File: src/rtl/conv_cal_seq_pkg.sv
package conv_cal_seq_pkg;

  typedef enum logic [2:0] {
    ST_OFF    = 3'd0,
    ST_RSTP   = 3'd1,
    ST_SETTLE = 3'd2,
    ST_CALP   = 3'd3,
    ST_CALW   = 3'd4,
    ST_BLANK  = 3'd5,
    ST_READY  = 3'd6,
    ST_SLEEP  = 3'd7
  } seq_state_t;

  localparam int REQ_SLEEP = 0;
  localparam int REQ_RECAL = 1;
  localparam int REQ_N     = 2;

  function automatic int max2(input int a, input int b);
    return (a > b) ? a : b;
  endfunction

  function automatic logic is_busy(input seq_state_t s);
    return (s == ST_RSTP) || (s == ST_SETTLE) || (s == ST_CALP) ||
           (s == ST_CALW) || (s == ST_BLANK);
  endfunction

endpackage

File: src/rtl/seq_dwell_timer.sv
module seq_dwell_timer #(
  parameter int W = 20
) (
  input  logic         clk,
  input  logic         rst,
  input  logic         restart,
  input  logic [W-1:0] limit,
  output logic         done
);

  logic [W-1:0] cnt;

  always_ff @(posedge clk) begin
    if (rst || restart) cnt <= '0;
    else                cnt <= cnt + 1'b1;
  end

  assign done = (cnt == limit - 1'b1);

endmodule

File: src/rtl/seq_req_hold.sv
module seq_req_hold (
  input  logic clk,
  input  logic rst,
  input  logic set,
  input  logic clr,
  output logic q
);

  always_ff @(posedge clk) begin
    if (rst || clr) q <= 1'b0;
    else if (set)   q <= 1'b1;
  end

endmodule

File: src/rtl/conv_cal_seq.sv
module conv_cal_seq
  import conv_cal_seq_pkg::*;
#(
  parameter int RST_PW     = 2,
  parameter int SETTLE_CYC = 250000,
  parameter int CAL_PW     = 2,
  parameter int CAL_CYC    = 272800,
  parameter int BLANK_CYC  = 13
) (
  input  logic clk,
  input  logic rst,
  input  logic wake_req,
  input  logic sleep_req,
  input  logic recal_req,
  output logic cnv_reset,
  output logic cnv_calib,
  output logic cnv_pwr_n,
  output logic data_ready
);

  localparam int CALW_CYC = CAL_CYC - CAL_PW;
  localparam int MAX_CYC  = max2(max2(RST_PW, SETTLE_CYC),
                                 max2(max2(CAL_PW, CALW_CYC), BLANK_CYC));
  localparam int CNT_W    = $clog2(MAX_CYC + 1) + 1;

  seq_state_t state, state_n;
  logic [CNT_W-1:0] limit;
  logic             dwell_done;
  logic [REQ_N-1:0] req_in, req_set, req_clr, req_held, req_eff;
  logic             busy, idle_off;

  assign busy     = is_busy(state);
  assign idle_off = (state == ST_OFF) || (state == ST_SLEEP);

  assign req_in[REQ_SLEEP] = sleep_req;
  assign req_in[REQ_RECAL] = recal_req;
  assign req_eff = req_in | req_held;

  // Held requests: captured while busy, dropped when off/asleep or served.
  always_comb begin
    req_set = req_in & {REQ_N{busy}};
    req_clr = {REQ_N{idle_off}};
    if (state == ST_READY) begin
      req_clr[REQ_SLEEP] = req_eff[REQ_SLEEP];
      req_clr[REQ_RECAL] = req_eff[REQ_SLEEP] | req_eff[REQ_RECAL];
    end
  end

  for (genvar g = 0; g < REQ_N; g++) begin : g_hold
    seq_req_hold u_hold (
      .clk (clk),
      .rst (rst),
      .set (req_set[g]),
      .clr (req_clr[g]),
      .q   (req_held[g])
    );
  end

  always_comb begin
    case (state)
      ST_RSTP:   limit = CNT_W'(RST_PW);
      ST_SETTLE: limit = CNT_W'(SETTLE_CYC);
      ST_CALP:   limit = CNT_W'(CAL_PW);
      ST_CALW:   limit = CNT_W'(CALW_CYC);
      ST_BLANK:  limit = CNT_W'(BLANK_CYC);
      default:   limit = CNT_W'(1);
    endcase
  end

  always_comb begin
    state_n = state;
    case (state)
      ST_OFF, ST_SLEEP: if (wake_req) state_n = ST_RSTP;
      ST_RSTP:   if (dwell_done) state_n = ST_SETTLE;
      ST_SETTLE: if (dwell_done) state_n = ST_CALP;
      ST_CALP:   if (dwell_done) state_n = ST_CALW;
      ST_CALW:   if (dwell_done) state_n = ST_BLANK;
      ST_BLANK:  if (dwell_done) state_n = ST_READY;
      ST_READY: begin
        if (req_eff[REQ_SLEEP])      state_n = ST_SLEEP;
        else if (req_eff[REQ_RECAL]) state_n = ST_CALP;
      end
      default: state_n = ST_OFF;
    endcase
  end

  seq_dwell_timer #(.W(CNT_W)) u_timer (
    .clk     (clk),
    .rst     (rst),
    .restart (state_n != state),
    .limit   (limit),
    .done    (dwell_done)
  );

  always_ff @(posedge clk) begin
    if (rst) begin
      state      <= ST_OFF;
      cnv_reset  <= 1'b0;
      cnv_calib  <= 1'b0;
      cnv_pwr_n  <= 1'b0;
      data_ready <= 1'b0;
    end else begin
      state      <= state_n;
      cnv_reset  <= (state_n == ST_RSTP);
      cnv_calib  <= (state_n == ST_CALP);
      cnv_pwr_n  <= (state_n != ST_OFF) && (state_n != ST_SLEEP);
      data_ready <= (state_n == ST_READY);
    end
  end

endmodule

File: config.mk
export PLATFORM = sky130hd
export DESIGN_NAME = conv_cal_seq
export DESIGN_NICKNAME = d
export VERILOG_FILES = /design/src/rtl/conv_cal_seq_pkg.sv /design/src/rtl/seq_dwell_timer.sv /design/src/rtl/seq_req_hold.sv /design/src/rtl/conv_cal_seq.sv
export SDC_FILE = /design/constraint.sdc
export NUM_CORES = 1
export LEC_CHECK = 0
export BUFFER_PORTS_ARGS = -buffer_cell sky130_fd_sc_hd__buf_2
export CAP_MARGIN = 10
export CELL_PAD_IN_SITES_DETAIL_PLACEMENT = 1
export CELL_PAD_IN_SITES_GLOBAL_PLACEMENT = 1
export CORE_MARGIN = 8
export CORE_UTILIZATION = 45
export DETAILED_ROUTE_END_ITERATION = 8
export GPL_TIMING_DRIVEN = 0
export MAX_ROUTING_LAYER = met4
export PLACE_DENSITY = 0.79
export SYNTH_ARGS = -nofsm -noshare
export SYNTH_HDL_FRONTEND = slang
export SYNTH_SLANG_ARGS = --single-unit
File: constraint.sdc
create_clock -name clk -period 4.65 [get_ports clk]
set_clock_uncertainty 0.1 [all_clocks]
set_input_delay 0.2325 -clock clk [delete_from_list [all_inputs] [get_ports clk]]
set_output_delay 0.2325 -clock clk [all_outputs]
set_load 0.1 [all_outputs]
# Yosys cells after proc, flatten, opt, wreduce, memory -nomap -nowiden
# Index checks and enable logic that the tools add are counted.
classes:
  order_cmp: 0
  bitwise: 3
  add_sub_neg: 2
  div_mod_pow: 0
  n_mux: 11
  n_eq_ne: 13
  shifts: 0
  n_mul: 0
  n_reduce_logical: 13
ops:
  columns: ["op", "n"]
  rows:
  - ["19-bit case mux with 4 select lines", 1]
  - ["3-bit two-way mux", 8]
  - ["3-bit case mux with 7 select lines", 1]
  - ["20-bit by 1-bit adder with 20-bit output, second input constant", 1]
  - ["20-bit equality test", 1]
  - ["19-bit by 1-bit subtractor with 20-bit output, second input constant", 1]
  - ["3-bit equality test, second input constant", 5]
  - ["3-bit by 2-bit equality test with 1-bit output, second input constant", 3]
  - ["1-bit logical OR", 8]
  - ["3-bit by 1-bit equality test with 1-bit output, second input constant", 2]
  - ["2-bit OR reduction", 2]
  - ["3-bit logical NOT", 1]
  - ["3-bit != test", 1]
  - ["3-bit != test, second input constant", 1]
  - ["3-bit nonzero test", 1]
  - ["2-bit AND", 1]
  - ["2-bit two-way mux", 1]
  - ["2-bit bitwise OR", 1]
  - ["1-bit logical AND", 1]
  - ["1-bit bitwise OR", 1]
word_totals:
  n_memories: 0
  mem_bits_ro: 0
  register_bits: 29
  ram_bits: 0
  latchBits: 0

# Logic depth before layout (Yosys ltp)
logic_depth:
  ltp_word: 9
  mapped_depth: 15
  mapped_depth_nobuf: 13

# By module
# A second synthesis with hierarchy kept.
hier_totals:
  cells_unflattened: 288
  area_unflattened_um2: 2222.1
modules_own_cells:
  columns: ["module", "n_inst", "cells_per_inst", "area_each_um2"]
  rows:
  - ["seq_dwell_timer", 1, 225, 1695.4]
  - ["conv_cal_seq", 1, 57, 459.2]
  - ["seq_req_hold", 2, 3, 33.8]

# Worst setup path before layout
# Ideal clock, no wire load.
synth_path:
  kind: "reg2reg"
  start: "reg state[2]"
  end: "reg cnv_calib"
  stages_incl_launch_ff: 14
  path_buffers: 2
  period_less_slack_ps: 3230
  setup_slack_ps: 1420
  t_arrival_ps: 3053
  setup_time_ps: 78
  cell_sequence: "dfxtp_1 buf_2 buf_4 xnor2_1 ha_1 ha_1 ha_1 xor2_1 a2111oi_0 o22ai_1 nor4_4 a21oi_2 a2111o_1 nor3_1"
synth_via:
  elab_chain_len: 8
  elab_cells_between_ends: 23
synth_rtl:
  columns: ["item", "line_no", "rtl"]
  rows:
  - ["start, declared", "conv_cal_seq.sv:26", "seq_state_t state, state_n;"]
  - ["start signal, assigned", "conv_cal_seq.sv:103", "state <= state_n;"]
  - ["3-bit by 1-bit equality test with 1-bit output / 3-bit by 2-bit equality test with 1-bit output (equally long branches)", "conv_cal_seq.sv:60, conv_cal_seq.sv:72", null]
  - ["2-bit OR reduction (no line)", null, null]
  - ["19-bit case mux with 4 select lines", "conv_cal_seq.sv:60", "case (state)"]
  - ["19-bit by 1-bit subtractor with 20-bit output", "seq_dwell_timer.sv:18", "assign done = (cnt == limit - 1'b1);"]
  - ["20-bit equality test", "seq_dwell_timer.sv:18", null]
  - ["3-bit two-way mux, on equally long branches", null, null]
  - ["3-bit case mux with 7 select lines *", "conv_cal_seq.sv:72", "case (state)"]
  - ["3-bit by 2-bit equality test with 1-bit output *", "conv_cal_seq.sv:105", "cnv_calib <= (state_n == ST_CALP);"]
  - ["end signal, assigned", "conv_cal_seq.sv:105", null]
  - ["end, declared", "conv_cal_seq.sv:16", "output logic cnv_calib,"]
# Every way passes the cells marked *; elsewhere a longest branch is shown, timed or not.
# A chain may end at the register's enable or synchronous reset.

# Worst setup path after layout
layout_path:
  start: "reg state[2]"
  end: "reg u_timer.cnt[2]"
layout_via:
  elab_chain_len: 9
  elab_cells_between_ends: 24
layout_rtl:
  columns: ["item", "line_no", "rtl"]
  rows:
  - ["3-bit by 1-bit equality test with 1-bit output / 3-bit by 2-bit equality test with 1-bit output (equally long branches)", "conv_cal_seq.sv:60, conv_cal_seq.sv:72", null]
  - ["2-bit OR reduction (no line)", null, null]
  - ["19-bit case mux with 4 select lines", "conv_cal_seq.sv:60", null]
  - ["19-bit by 1-bit subtractor with 20-bit output", "seq_dwell_timer.sv:18", null]
  - ["20-bit equality test", "seq_dwell_timer.sv:18", null]
  - ["3-bit two-way mux, on equally long branches", null, null]
  - ["3-bit case mux with 7 select lines", "conv_cal_seq.sv:72", null]
  - ["3-bit != test *", "conv_cal_seq.sv:90", ".restart (state_n != state),"]
  - ["1-bit logical OR *", "seq_dwell_timer.sv:14", "if (rst || restart) cnt <= '0;"]
  - ["end signal, assigned", "seq_dwell_timer.sv:15", "else cnt <= cnt + 1'b1;"]
  - ["end, declared", "seq_dwell_timer.sv:11", "logic [W-1:0] cnt;"]
# Marked as above.

==> metrics <==
dpl ws 0.8248 ns; count of cell types in the netlist 46; Antenna Nets Post-Route 0; prevailing post-synth register cell dfxtp_1; CP Capture Type register; Int Power 0.4440 mW; Post-Synth Simple-Gate Area 0.3042; Worst-path clk slew 0.06 ns; min Tclk post-route 3.896 ns; Tcrit/Tclk final 0.8379; setup ws final 0.7537 ns; YS warnings 0; xor/xnor share of the synthesized area 0.1144; switching share of power 0.3342; vias in the first global route 1646; CP Cell Sequence buf_2, buf_4, mux2i_1, ha_1, ha_1, ha_1, xor2_1, a2111oi_0, o22ai_1, nor4_4, a21oi_2, o22ai_1, a21o_1, buf_2, nor2_1; Clock Power Share 0.310; Cells after Synth 219; share of cells above drive strength 1 0.1282; CP Launch Type register; Max Buffers Root-to-Sink 2; Net Count, Synth 228; net switching power 0.2228 mW; first-pass GRT wire length 7.583 mm; DR WL/cell 15.71 microns; fmax 0.2567 GHz; total vias in the final route 1568; CTS tree built; leakage 0.7389 nW; run status complete, no violations; register area share after synthesis 0.3298; post-CTS sizing 0; area grow syn2layout 10.59%; gr usage total 0.1523; Worst Path Required 4.71 ns; flops & latches, synth 29; routed wire length 4.431 mm; syn avg cell area 8.039 sq um; post-synth top area share 0.3298; sequential share of power 0.401; clock root buffer clkbuf_8; Post-Route Setup TNS 0 ns; combinational family with the most area after synthesis simple AND/OR/NAND/NOR gates; cell repeated most along the worst path ha_1; TritonCTS Buffers 5; Detailed Place HPWL 3.438 mm; crit path max-delay cell type a2111oi_0; kind of critical path register to register; Synth area leader dfxtp_1; Max VDD drop 0.2270 mV; vias per cell 5.560; Detailed Route Iter0 Violations 155; RSZ-0062 raised after global routing false; # hold bufs at CTS 0; residual DRC count 0; worst slew pin tran 0.4892 ns; # rows 22; total die area 6169 sq um; core footprint 3716 sq um; Post-CTS Setup Bufs 0; routability-driven placement congestion ratio 0.9339; count leader, synth nor2_1; async set-reset flop share out of synthesis 0; DR pass1 iterations 4; DP Cell Count 275; Synth Area in Compound Gates 0.1485; initial antenna violation count 0; Hold Crit Class input port to register; max-cap violations 0; Buf/Inv on CP 3; crit-path max cell delay 0.45 ns; die width 78.55 microns; Pwr Density 342.5 nW/um^2; die outline height 78.55 microns; Slew Viols, Final 0; Worst EP arrival 3.96 ns; Post-Synth Adder-Cell Area 0.02843; H-Tree Depth 2; EDFF count, synth 0; Port Buf Inserts 8; Initial Util 0.4737; cell class contributing the biggest share of worst-path delay compound AO/OA/AOI/OAI gates; num ports 9; Worst slew margin 0.6761; final hold violation count 0; post-synthesis mux area share 0.01706; Logic pwr share 0.289; clk_lat worst skew 0.28 ns; Congestion Overflow GR 0; Antenna Cells 0; nets 243; final setup vio count 0; # clock sinks 29; Post-Syn Area 1760 sq um; largest net degree at the start of global routing 11; Finished Layout Cells 282; synth top area cells dfxtp_1 (33%), nor2_1 (7.2%), xor2_1 (7.0%); worst-path maximum fanout 10; Post-synth top cells nor2_1 (34), dfxtp_1 (29), nand2_1 (15), xor2_1 (14), nor3_1 (12)
## cells in the final DEF (no fill, tap or decap), types with 3 or more instances in the layout
cell type	instances
nor2_1	34
dfxtp_1	29
nand2_1	15
buf_2	14
xor2_1	14
nor3_1	12
inv_1	11
xnor2_1	9
nand3_1	9
o21ai_0	8
a21oi_1	7
and3_1	7
clkbuf_8	6
nand2b_1	4
a21o_1	4
nand4_1	4
nor4_1	4
ha_1	4
mux2i_1	3
## worst reg2reg max path, delay by kind of cell (launching register included)
kind	cells	cell delay [ns]
DFF	1	0.39
xor gates and xnor gates	1	0.09
AOI/OAI and AO/OA	5	1.11
buffers and inverters	3	0.69
and+or+nand+nor	2	0.52
muxes	1	0.20
adders and majority gates	3	0.69
## power groups by stage
stage          registers [mW]  logic (mW)  clock network, mW
4_1_cts                 0.268       0.192              0.212
5_1_grt                 0.269       0.209              0.222
3_3_place_gp            0.272       0.187                  0
6_report                0.267       0.193              0.206
3_5_place_dp            0.273       0.191                  0
2_1_floorplan           0.294       0.128                  0
## metal layers
metal  vias up  GRT usage  wire length [microns]
met5         -          -                      0
met4         0    0.04630                     51
met3         6    0.03417                    168
met2        22     0.2370                   2068
met1       750     0.1915                   2143
li1        790          -                      -
## area by class of cell
class	instances	area, sq um
Clock buffer	7	86.33
Multi-Input combinational cell	169	1079
Fill cell	482	1769
Inverter	12	45.04
Timing Repair Buffer	8	40.04
Sequential cell	29	580.6
Tap cell	48	60.06
Buffer	9	56.30
## per-stage QoR
stage	total power, mW	hold WS, ns	util	area, sq um
2_1_floorplan	0.4217	0.2049	-	1760
3_3_place_gp	0.4589	0.3969	0.5007	1861
4_1_cts	0.6717	0.1297	0.5239	1947
3_5_place_dp	0.4638	0.4231	0.5007	1861
5_1_grt	0.6992	0.1383	0.5239	1947
6_report	0.6668	0.1302	0.5239	1947
## logic make-up (layout without fill, tap and decap cells)
kind of cell / count (synthesis) / in the layout
AOI/OAI and AO/OA: 36 / 36
xor gates and xnor gates: 23 / 23
adders and majority gates: 4 / 4
buffers and inverters: 21 / 36
DFF: 29 / 29
muxes: 3 / 3
and+or+nand+nor: 103 / 103
## sequential cells by signal (all words and copies together), names as in the netlist
signal and flops:
g_hold.u_hold.q 2, u_timer.cnt 20, state 3, data_ready 1, cnv_pwr_n 1, cnv_calib 1
cnv_reset 1
## worst paths after layout
kind	from	to	slack [ns]	cells after the start
hold / removal	rst	state[2]$_SDFF_PP0_	0.13	2
setup reg to reg	state[2]$_SDFF_PP0_	u_timer.cnt[2]$_SDFF_PP0_	0.75	15
hold reg to reg	g_hold[0].u_hold.q$_SDFFE_PP0P_	g_hold[0].u_hold.q$_SDFFE_PP0P_	0.43	2
setup / recovery	state[2]$_SDFF_PP0_	u_timer.cnt[2]$_SDFF_PP0_	0.75	15
Note: power is estimated with default switching activity, not from simulation.
